File: config.mk
export PLATFORM = sky130hd
export DESIGN_NAME = i2cm_status_flags
export DESIGN_NICKNAME = d
export VERILOG_FILES = /design/src/rtl/i2cm_flag_pkg.sv /design/src/rtl/i2cm_seq_flag.sv /design/src/rtl/i2cm_ctl_bits.sv /design/src/rtl/i2cm_status_flags.sv
export SDC_FILE = /design/constraint.sdc
export NUM_CORES = 1
export LEC_CHECK = 0
export BUFFER_PORTS_ARGS = -buffer_cell sky130_fd_sc_hd__buf_2
export CORE_UTILIZATION = 35
export CTS_BUF_LIST = sky130_fd_sc_hd__clkbuf_8 sky130_fd_sc_hd__clkbuf_16
export DETAILED_ROUTE_END_ITERATION = 10
export GPL_ROUTABILITY_DRIVEN = 0
export GPL_TIMING_DRIVEN = 0
export PLACE_DENSITY_LB_ADDON = 0.3
export SLEW_MARGIN = 30
export SYNTH_ARGS = -nofsm -noshare
export SYNTH_HDL_FRONTEND = slang
export SYNTH_SLANG_ARGS = --single-unit
File: constraint.sdc
create_clock -name clk -period 2 [get_ports clk]
set_input_delay 0.2 -clock clk [delete_from_list [all_inputs] [get_ports clk]]
set_output_delay 0.2 -clock clk [all_outputs]
set_load 0.01 [all_outputs]
File: src/rtl/i2cm_flag_pkg.sv
package i2cm_flag_pkg;
  localparam int STAT_W    = 8;
  localparam int POS_START = 0;
  localparam int POS_MST   = 1;
  localparam int POS_XFER  = 3;
  localparam int POS_DIR   = 5;
  localparam int POS_EVT   = 7;
  // sticky cells cleared by a two-step access sequence
  localparam int NCELL     = 3;
  localparam int CELL_START = 0;
  localparam int CELL_ADDR  = 1;
  localparam int CELL_XFER  = 2;
endpackage

File: src/rtl/i2cm_seq_flag.sv
module i2cm_seq_flag (
  input  logic clk,
  input  logic rst_n,
  input  logic enable_i,
  input  logic set_i,
  input  logic arm_rd_i,
  input  logic clr_acc_i,
  input  logic other_acc_i,
  output logic flag_o
);
  logic flag_q, flag_d;
  logic arm_q, arm_d;

  always_comb begin
    flag_d = flag_q;
    arm_d  = arm_q;
    if (!enable_i) begin
      flag_d = 1'b0;
      arm_d  = 1'b0;
    end else if (set_i) begin
      flag_d = 1'b1;
      arm_d  = 1'b0;
    end else if (arm_q && clr_acc_i) begin
      flag_d = 1'b0;
      arm_d  = 1'b0;
    end else if (arm_rd_i && flag_q) begin
      arm_d  = 1'b1;
    end else if (other_acc_i) begin
      arm_d  = 1'b0;
    end
  end

  always_ff @(posedge clk or negedge rst_n) begin
    if (!rst_n) begin
      flag_q <= 1'b0;
      arm_q  <= 1'b0;
    end else begin
      flag_q <= flag_d;
      arm_q  <= arm_d;
    end
  end

  assign flag_o = flag_q;

  // a flag only falls after a completed sequence or disable
  a_r3_fall_needs_seq: assert property (@(posedge clk) disable iff (!rst_n)
    $fell(flag_q) |-> ($past(!enable_i) || $past(arm_q && clr_acc_i)));
  // a new event sets the flag and cancels any armed step
  a_r6_set_disarms: assert property (@(posedge clk) disable iff (!rst_n)
    (enable_i && set_i) |=> (flag_q && !arm_q));
  // disable wipes flag and arm
  a_r10_off_clears: assert property (@(posedge clk) disable iff (!rst_n)
    !enable_i |=> (!flag_q && !arm_q));
endmodule

File: src/rtl/i2cm_ctl_bits.sv
module i2cm_ctl_bits (
  input  logic clk,
  input  logic rst_n,
  input  logic enable_i,
  input  logic start_req_i,
  input  logic stop_gen_i,
  input  logic byte_done_i,
  input  logic byte_tx_i,
  input  logic ack_fail_i,
  input  logic bus_err_i,
  input  logic rd_error_i,
  output logic mst_o,
  output logic dir_o,
  output logic err_o
);
  logic mst_q, mst_d;
  logic dir_q, dir_d;
  logic err_q, err_d;

  always_comb begin
    mst_d = mst_q;
    dir_d = dir_q;
    err_d = err_q;
    if (!enable_i) begin
      mst_d = 1'b0;
      dir_d = 1'b0;
      err_d = 1'b0;
    end else begin
      if (start_req_i)     mst_d = 1'b1;
      else if (stop_gen_i) mst_d = 1'b0;
      if (byte_done_i)     dir_d = byte_tx_i;
      if (ack_fail_i || bus_err_i) err_d = 1'b1;
      else if (rd_error_i)         err_d = 1'b0;
    end
  end

  always_ff @(posedge clk or negedge rst_n) begin
    if (!rst_n) begin
      mst_q <= 1'b0;
      dir_q <= 1'b0;
      err_q <= 1'b0;
    end else begin
      mst_q <= mst_d;
      dir_q <= dir_d;
      err_q <= err_d;
    end
  end

  assign mst_o = mst_q;
  assign dir_o = dir_q;
  assign err_o = err_q;

  // stop without a competing start drops master
  a_r9_stop_idles: assert property (@(posedge clk) disable iff (!rst_n)
    (enable_i && stop_gen_i && !start_req_i) |=> !mst_q);
  // error read with no new error clears the error event
  a_r8_err_read_clears: assert property (@(posedge clk) disable iff (!rst_n)
    (enable_i && rd_error_i && !ack_fail_i && !bus_err_i) |=> !err_q);
endmodule

File: src/rtl/i2cm_status_flags.sv
module i2cm_status_flags
  import i2cm_flag_pkg::*;
(
  input  logic              clk,
  input  logic              rst_n,
  input  logic              enable_i,
  input  logic              irq_en_i,
  input  logic              start_req_i,
  input  logic              start_gen_i,
  input  logic              addr_sent_i,
  input  logic              byte_done_i,
  input  logic              byte_tx_i,
  input  logic              ack_fail_i,
  input  logic              bus_err_i,
  input  logic              stop_gen_i,
  input  logic              rd_status_i,
  input  logic              rd_error_i,
  input  logic              rd_data_i,
  input  logic              wr_data_i,
  output logic [STAT_W-1:0] status_o,
  output logic              irq_o,
  output logic              hold_scl_o
);
  logic [NCELL-1:0] cell_set, cell_clr, cell_flag;
  logic             mst, dir, err;
  logic             other_acc, evt;

  assign other_acc = rd_error_i | rd_data_i | wr_data_i;

  always_comb begin
    cell_set             = '0;
    cell_clr             = '0;
    cell_set[CELL_START] = start_gen_i;
    cell_set[CELL_ADDR]  = addr_sent_i;
    cell_set[CELL_XFER]  = byte_done_i;
    cell_clr[CELL_START] = wr_data_i;
    cell_clr[CELL_ADDR]  = wr_data_i;
    cell_clr[CELL_XFER]  = dir ? wr_data_i : rd_data_i;
  end

  for (genvar gi = 0; gi < NCELL; gi++) begin : g_cell
    i2cm_seq_flag u_flag (
      .clk        (clk),
      .rst_n      (rst_n),
      .enable_i   (enable_i),
      .set_i      (cell_set[gi]),
      .arm_rd_i   (rd_status_i),
      .clr_acc_i  (cell_clr[gi]),
      .other_acc_i(other_acc),
      .flag_o     (cell_flag[gi])
    );
  end

  i2cm_ctl_bits u_ctl (
    .clk        (clk),
    .rst_n      (rst_n),
    .enable_i   (enable_i),
    .start_req_i(start_req_i),
    .stop_gen_i (stop_gen_i),
    .byte_done_i(byte_done_i),
    .byte_tx_i  (byte_tx_i),
    .ack_fail_i (ack_fail_i),
    .bus_err_i  (bus_err_i),
    .rd_error_i (rd_error_i),
    .mst_o      (mst),
    .dir_o      (dir),
    .err_o      (err)
  );

  assign evt = |cell_flag | err;

  always_comb begin
    status_o            = '0;
    status_o[POS_EVT]   = evt;
    status_o[POS_DIR]   = dir & cell_flag[CELL_XFER];
    status_o[POS_XFER]  = cell_flag[CELL_XFER];
    status_o[POS_MST]   = mst;
    status_o[POS_START] = cell_flag[CELL_START];
  end

  assign irq_o      = irq_en_i & evt;
  assign hold_scl_o = cell_flag[CELL_XFER];

  // clock hold only rises after a byte-done pulse
  a_r4_hold_from_byte: assert property (@(posedge clk) disable iff (!rst_n)
    $rose(hold_scl_o) |-> $past(byte_done_i && enable_i));
  // start generation is reflected one cycle later
  a_r2_start_sets: assert property (@(posedge clk) disable iff (!rst_n)
    (enable_i && start_gen_i) |=> (status_o[POS_START] && status_o[POS_EVT]));
endmodule

# Word-level counts from Yosys, hierarchy flattened
# Index checks and enable logic that the tools add are counted.
[word_totals]
reg_bits = 9
in_bits = 16
output_inout_bits = 10
wordCells = 62
[op_classes]
n_eq_ne = 9
n_mux = 31
n_bitwise = 5
reduce_logical = 8
[ops]
columns = ["cell", "n"]
rows = [
  ["1-bit 2-to-1 mux", 31],
  ["3-bit by 1-bit inequality test with 1-bit output, second input constant", 5],
  ["5-bit by 1-bit inequality test with 1-bit output, second input constant", 3],
  ["1-bit logical AND", 6],
  ["1-bit OR", 3],
  ["3-bit OR reduction", 1],
  ["1-bit bitwise AND", 2],
  ["2-bit by 1-bit inequality test with 1-bit output, second input constant", 1],
  ["1-bit logical OR", 1],
]

# Logic depth before layout (Yosys ltp)
[depth]
ltp_word = 7
ltp_mapped = 3
mapped_depth_nobuf = 3

# Cells and area by module
# From an unflattened synthesis, not the netlist that was laid out.
[unflattened]
hier_cells = 46
area_unflattened_um2 = 509.2
[modules_own_cells]
columns = ["module", "n_inst", "cells_each", "area_each_um2", "seq_area_each_um2"]
rows = [
  ["i2cm_seq_flag", 3, 8, 96.3, 50.0],
  ["i2cm_ctl_bits", 1, 9, 120.1, 75.1],
  ["i2cm_status_flags", 1, 13, 100.1, 0.0],
]

# Worst setup path after synthesis
# No wires, ideal clock.
[synth_path]
path_type = "reg2out"
from = "reg g_cell[2].u_flag.flag_q"
to = "out irq_o"
t_arrival_ns = 1.149
required_ns = 1.800
slack_ns = 0.651
path_stages_with_launch = 3
path_buffers = 0
path_cell_list = "dfrtp_1 -> or4_4 -> and2_4"
[synth_via]
elab_chain_len = 3
[synth_lines]
columns = ["element", "line_no", "text"]
rows = [
  ["start: declaration", "i2cm_seq_flag.sv:11", "logic flag_q, flag_d;"],
  ["start signal: assignment", "i2cm_seq_flag.sv:38", "flag_q <= flag_d;"],
  ["3-bit OR reduction", "i2cm_status_flags.sv:70", "assign evt = |cell_flag | err;"],
  ["1-bit OR", "i2cm_status_flags.sv:70", ""],
  ["net evt", "i2cm_status_flags.sv:26", "logic other_acc, evt;"],
  ["1-bit bitwise AND", "i2cm_status_flags.sv:81", "assign irq_o = irq_en_i & evt;"],
  ["end: declaration", "i2cm_status_flags.sv:21", "output logic irq_o,"],
]
# The timed path passes the listed nets, and every way through them passes these cells.

# Worst setup path in the final report
# Ends and elaborated chain as after synthesis.

==> summary.md <==
The flow ran to the end, and the final reports show no timing, DRC or antenna violations. The data required time at the worst endpoint was 1.80 ns; the number of distinct library cells after synthesis was 18. In this run the power spent charging and discharging nets is 0.106 mW.

The pre-antenna-repair detailed-routing pass consisted of 4 iterations. Setup repair after global routing left no endpoint under its margin. Based on the critical path, the design can be clocked at up to 593 MHz. In this run the deepest clock path goes through 2 buffers. In this run the critical register-to-register path is launched from u_ctl.dir_o. The mean cell area of the mapped netlist was 10.8 um^2. The delay of the slowest critical-path stage is 0.55 ns. After routing the design area is 671 um^2. For the number of buffers created by CTS, the log shows 3.

The top cell types in the final layout, fill and taps aside, are 21 x sky130_fd_sc_hd__buf_2, 9 x sky130_fd_sc_hd__dfrtp_1, 7 x sky130_fd_sc_hd__buf_4, 6 x sky130_fd_sc_hd__nor2b_1, 4 x sky130_fd_sc_hd__nand2_1. The initialized floorplan defines 13 standard-cell rows. Of the cells placed in the final design, the portion with a size suffix greater than 1 is 50.7%. For this block, the initial DRC count from the detailed router was 2.

Number of stages on the worst hold path: 2. Path type of the worst setup path: reg2out. The first global-routing pass estimated 1400 um of wire. Across the whole layout, storage elements account for 225 um^2. The number of antenna violations at the first check in global routing came out at 0. TritonCTS built the clock tree. Most common library cell in the layout ignoring fill and taps: sky130_fd_sc_hd__buf_2. The run gives 143 as the number of fill cells.

Across the routed clock network, the largest skew measured is 0.00163 ns. Internal power comes to 0.372 mW. During synthesis, Yosys emitted a total of 0 warnings. The aggregate routed wire length came out at 889 um. The max-slew violation count is 0. Traced cell by cell, the critical path runs through or4_4, and2_4, buf_2.

The tools report the via count of the first global-routing pass as 348. Once placement finished, the instance area stood at 616 um^2. The logs give 1 for the hold buffer count at CTS and 1540 um^2 for the area enclosed by the die boundary.

For the worst setup path, the data arrival time is 1.49 ns. The post-cts gate resize count is 0. Of the total power, registers draw 42.1%. The post-CTS setup repair buffer count is 0, and the flip-flop and latch count after synthesis is 9. After detailed routing, the number of remaining DRC violations is 0. For the proportion of synthesized chip area in sequential cells, the log shows 46.5%. The slowest stage of the critical path is the sky130_fd_sc_hd__or4_4 cell. For the worst ir drop on vdd, the log shows 0.000472 V. The clock-pin slew reported for the worst setup and hold paths after clock tree synthesis is 0.04 ns, and the total core area is 1300 um^2.

The number of placed instances, taps included was 83. The clock reaches the later pin of the worst-skew pair after 0.22 ns. The die boundary height works out to 39.2 um. Broken down by cell family, the worst path's largest delay share belongs to simple AND/OR/NAND/NOR gates. The worst setup path is launched from a flip-flop. The run gives 1.01 ns as the register-to-register setup slack. Measured along the x axis, the die boundary spans 39.2 um.

The run gives 0 as the count of nets left with antenna violations after detail routing. The detailed router placed 408 vias in this run. The tools report the top-level I/O count as 26.

Counting I/O delays and the setup requirement, the final critical path takes 1.69 ns. Of the total power, the clock network draws 41.1%. The startpoint identified for the worst hold timing path is byte_done_i. Summing all multi-input logic gate instances after layout gives 210 um^2.

For this design the static power due to leakage is 0.341 nW. Adding up every negative setup slack in the final design gives 0 ns. The count of buffer and inverter cells on the critical path was 1; the period utilization was 84.3%. Global routing used 13.8% of the available tracks across all layers. The depth of the CTS H-tree is 1, and the net switching share of the total power is 22.2%.

Global routing finished with a remaining overflow of 0. The count of inserted antenna diode cells was 0; the area of the mapped netlist was 484 um^2. The portion of total power attributed to combinational logic was 16.8%; the number of hold-slack violations in the final timing report was 0. The power per standard cell area was 713 nW/um^2.

The ratio of routed vias to standard cells was 4.64. The max-capacitance violation count came out at 0. Relative to the synthesized area, the layout overhead comes to 38.5%. Synthesis handed over a netlist of 45 instances. For hold timing, the worst endpoint is g_cell[2].u_flag.arm_q. The number of buffers inserted by port buffering came out at 21.

For this configuration, the core starts out at a cell density of 37.2%. Hold is met by 0.186 ns. The clock tree root buffer cell is sky130_fd_sc_hd__clkbuf_8.

The maximum fanout along the worst path was 6. In this run the critical register-to-register path is captured at g_cell[2].u_flag.arm_q. Setup violations remaining at the end of the flow were counted as 0.

The tools report the endpoint class of the critical path as an output port. Entering global routing, the biggest net connects 11 pins. The run gives 9 as the clock sink count. The final instance count without filler cells is 88. The path class of the tightest hold or removal check is in2reg. The worst reg2reg path depth is 3, and the mean routed wirelength per cell is 10.1 um.

The run gives 0.478 mW as the total chip power. The run gives 90 as the number of nets in the finished design.
## power groups by stage
stage	clock, mW	sequential, mW	combinational (mW)
6_report	0.197	0.201	0.0801
3_5_place_dp	0	0.204	0.0791
5_1_grt	0.216	0.203	0.0890
4_1_cts	0.204	0.201	0.0812
2_1_floorplan	0	0.203	0.0460
3_3_place_gp	0	0.204	0.0781
## layer usage
layer  vias to the layer above  part of all wire, %  GRT usage, %
met2                        17                   48          19.6
met3                         2                  6.2          3.47
met4                         0                 0.45          7.76
met5                         -                    0             0
li1                        203                    -             -
met1                       186                   45          18.6
## layout make-up
| type | count | share of cell area, % |
|---|---|---|
| well taps | 15 | 2.80 |
| flip-flops and latches | 9 | 33.6 |
| repair buffers | 22 | 17.2 |
| clock inverters | 1 | 0.560 |
| clock buffers | 3 | 6.16 |
| multi-input cells | 30 | 31.3 |
| plain buffers | 8 | 8.40 |
## metrics by stage
step | setup slack, ns | util [%]
after floorplan | 0.651 | -
final | 0.313 | 51.5
after CTS | 0.298 | 51.5
after global routing | 0.255 | 51.5
after global placement | 0.555 | 47.3
after detailed placement | 0.544 | 47.3
## cell usage after synthesis
cell                       instances  area [um^2]
sky130_fd_sc_hd__and4bb_2          2         25.0
sky130_fd_sc_hd__or4_4             1         11.3
sky130_fd_sc_hd__a22oi_1           3         22.5
sky130_fd_sc_hd__and2_2            1         7.51
sky130_fd_sc_hd__buf_4             7         52.6
sky130_fd_sc_hd__dfrtp_1           9          225
sky130_fd_sc_hd__a21oi_1           2         10.0
sky130_fd_sc_hd__o21ai_0           1         5.00
sky130_fd_sc_hd__o31a_1            1         8.76
sky130_fd_sc_hd__mux2i_1           2         20.0
sky130_fd_sc_hd__clkbuf_1          1         3.75
sky130_fd_sc_hd__o21a_1            1         7.51
sky130_fd_sc_hd__nor4b_2           1         15.0
sky130_fd_sc_hd__and2_4            1         8.76
sky130_fd_sc_hd__conb_1            1         3.75
sky130_fd_sc_hd__nor3_1            1         5.00
sky130_fd_sc_hd__nand2_1           4         15.0
sky130_fd_sc_hd__nor2b_1           6         37.5
## worst max-delay path by stage
stage	start	end	slack, ns	depth (start not counted)
floorplan	g_cell[2].u_flag.flag_o	irq_o	0.65	2
global placement	g_cell[2].u_flag.flag_o	irq_o	0.55	3
detailed placement	g_cell[2].u_flag.flag_o	irq_o	0.54	3
CTS	g_cell[2].u_flag.flag_o	irq_o	0.30	3
global route	g_cell[2].u_flag.flag_o	irq_o	0.25	3
finish	g_cell[2].u_flag.flag_o	irq_o	0.31	3
## cells by family after synthesis
logic type	Yosys count	synth area share, %
AOI/OAI and AO/OA	8	11.1
other	1	0.774
muxes	2	4.13
buffers and inverters	8	11.6
DFF	9	46.5
and+or+nand+nor	17	25.8
## sequential cells by signal (all words and copies together), names as in the netlist
signal and flops:
g_cell.u_flag.arm_q 3, g_cell.u_flag.flag_o 3, u_ctl.dir_o 1, u_ctl.mst_o 1, u_ctl.err_o 1
## worst register-to-register path, cell delays in order (launching register included)
cell and delay [ns]:
sky130_fd_sc_hd__dfrtp_1 0.37, sky130_fd_sc_hd__mux2i_1 0.19, sky130_fd_sc_hd__nor2b_1 0.08, sky130_fd_sc_hd__nor4b_2 0.25
(Power assumes the default switching activity.)
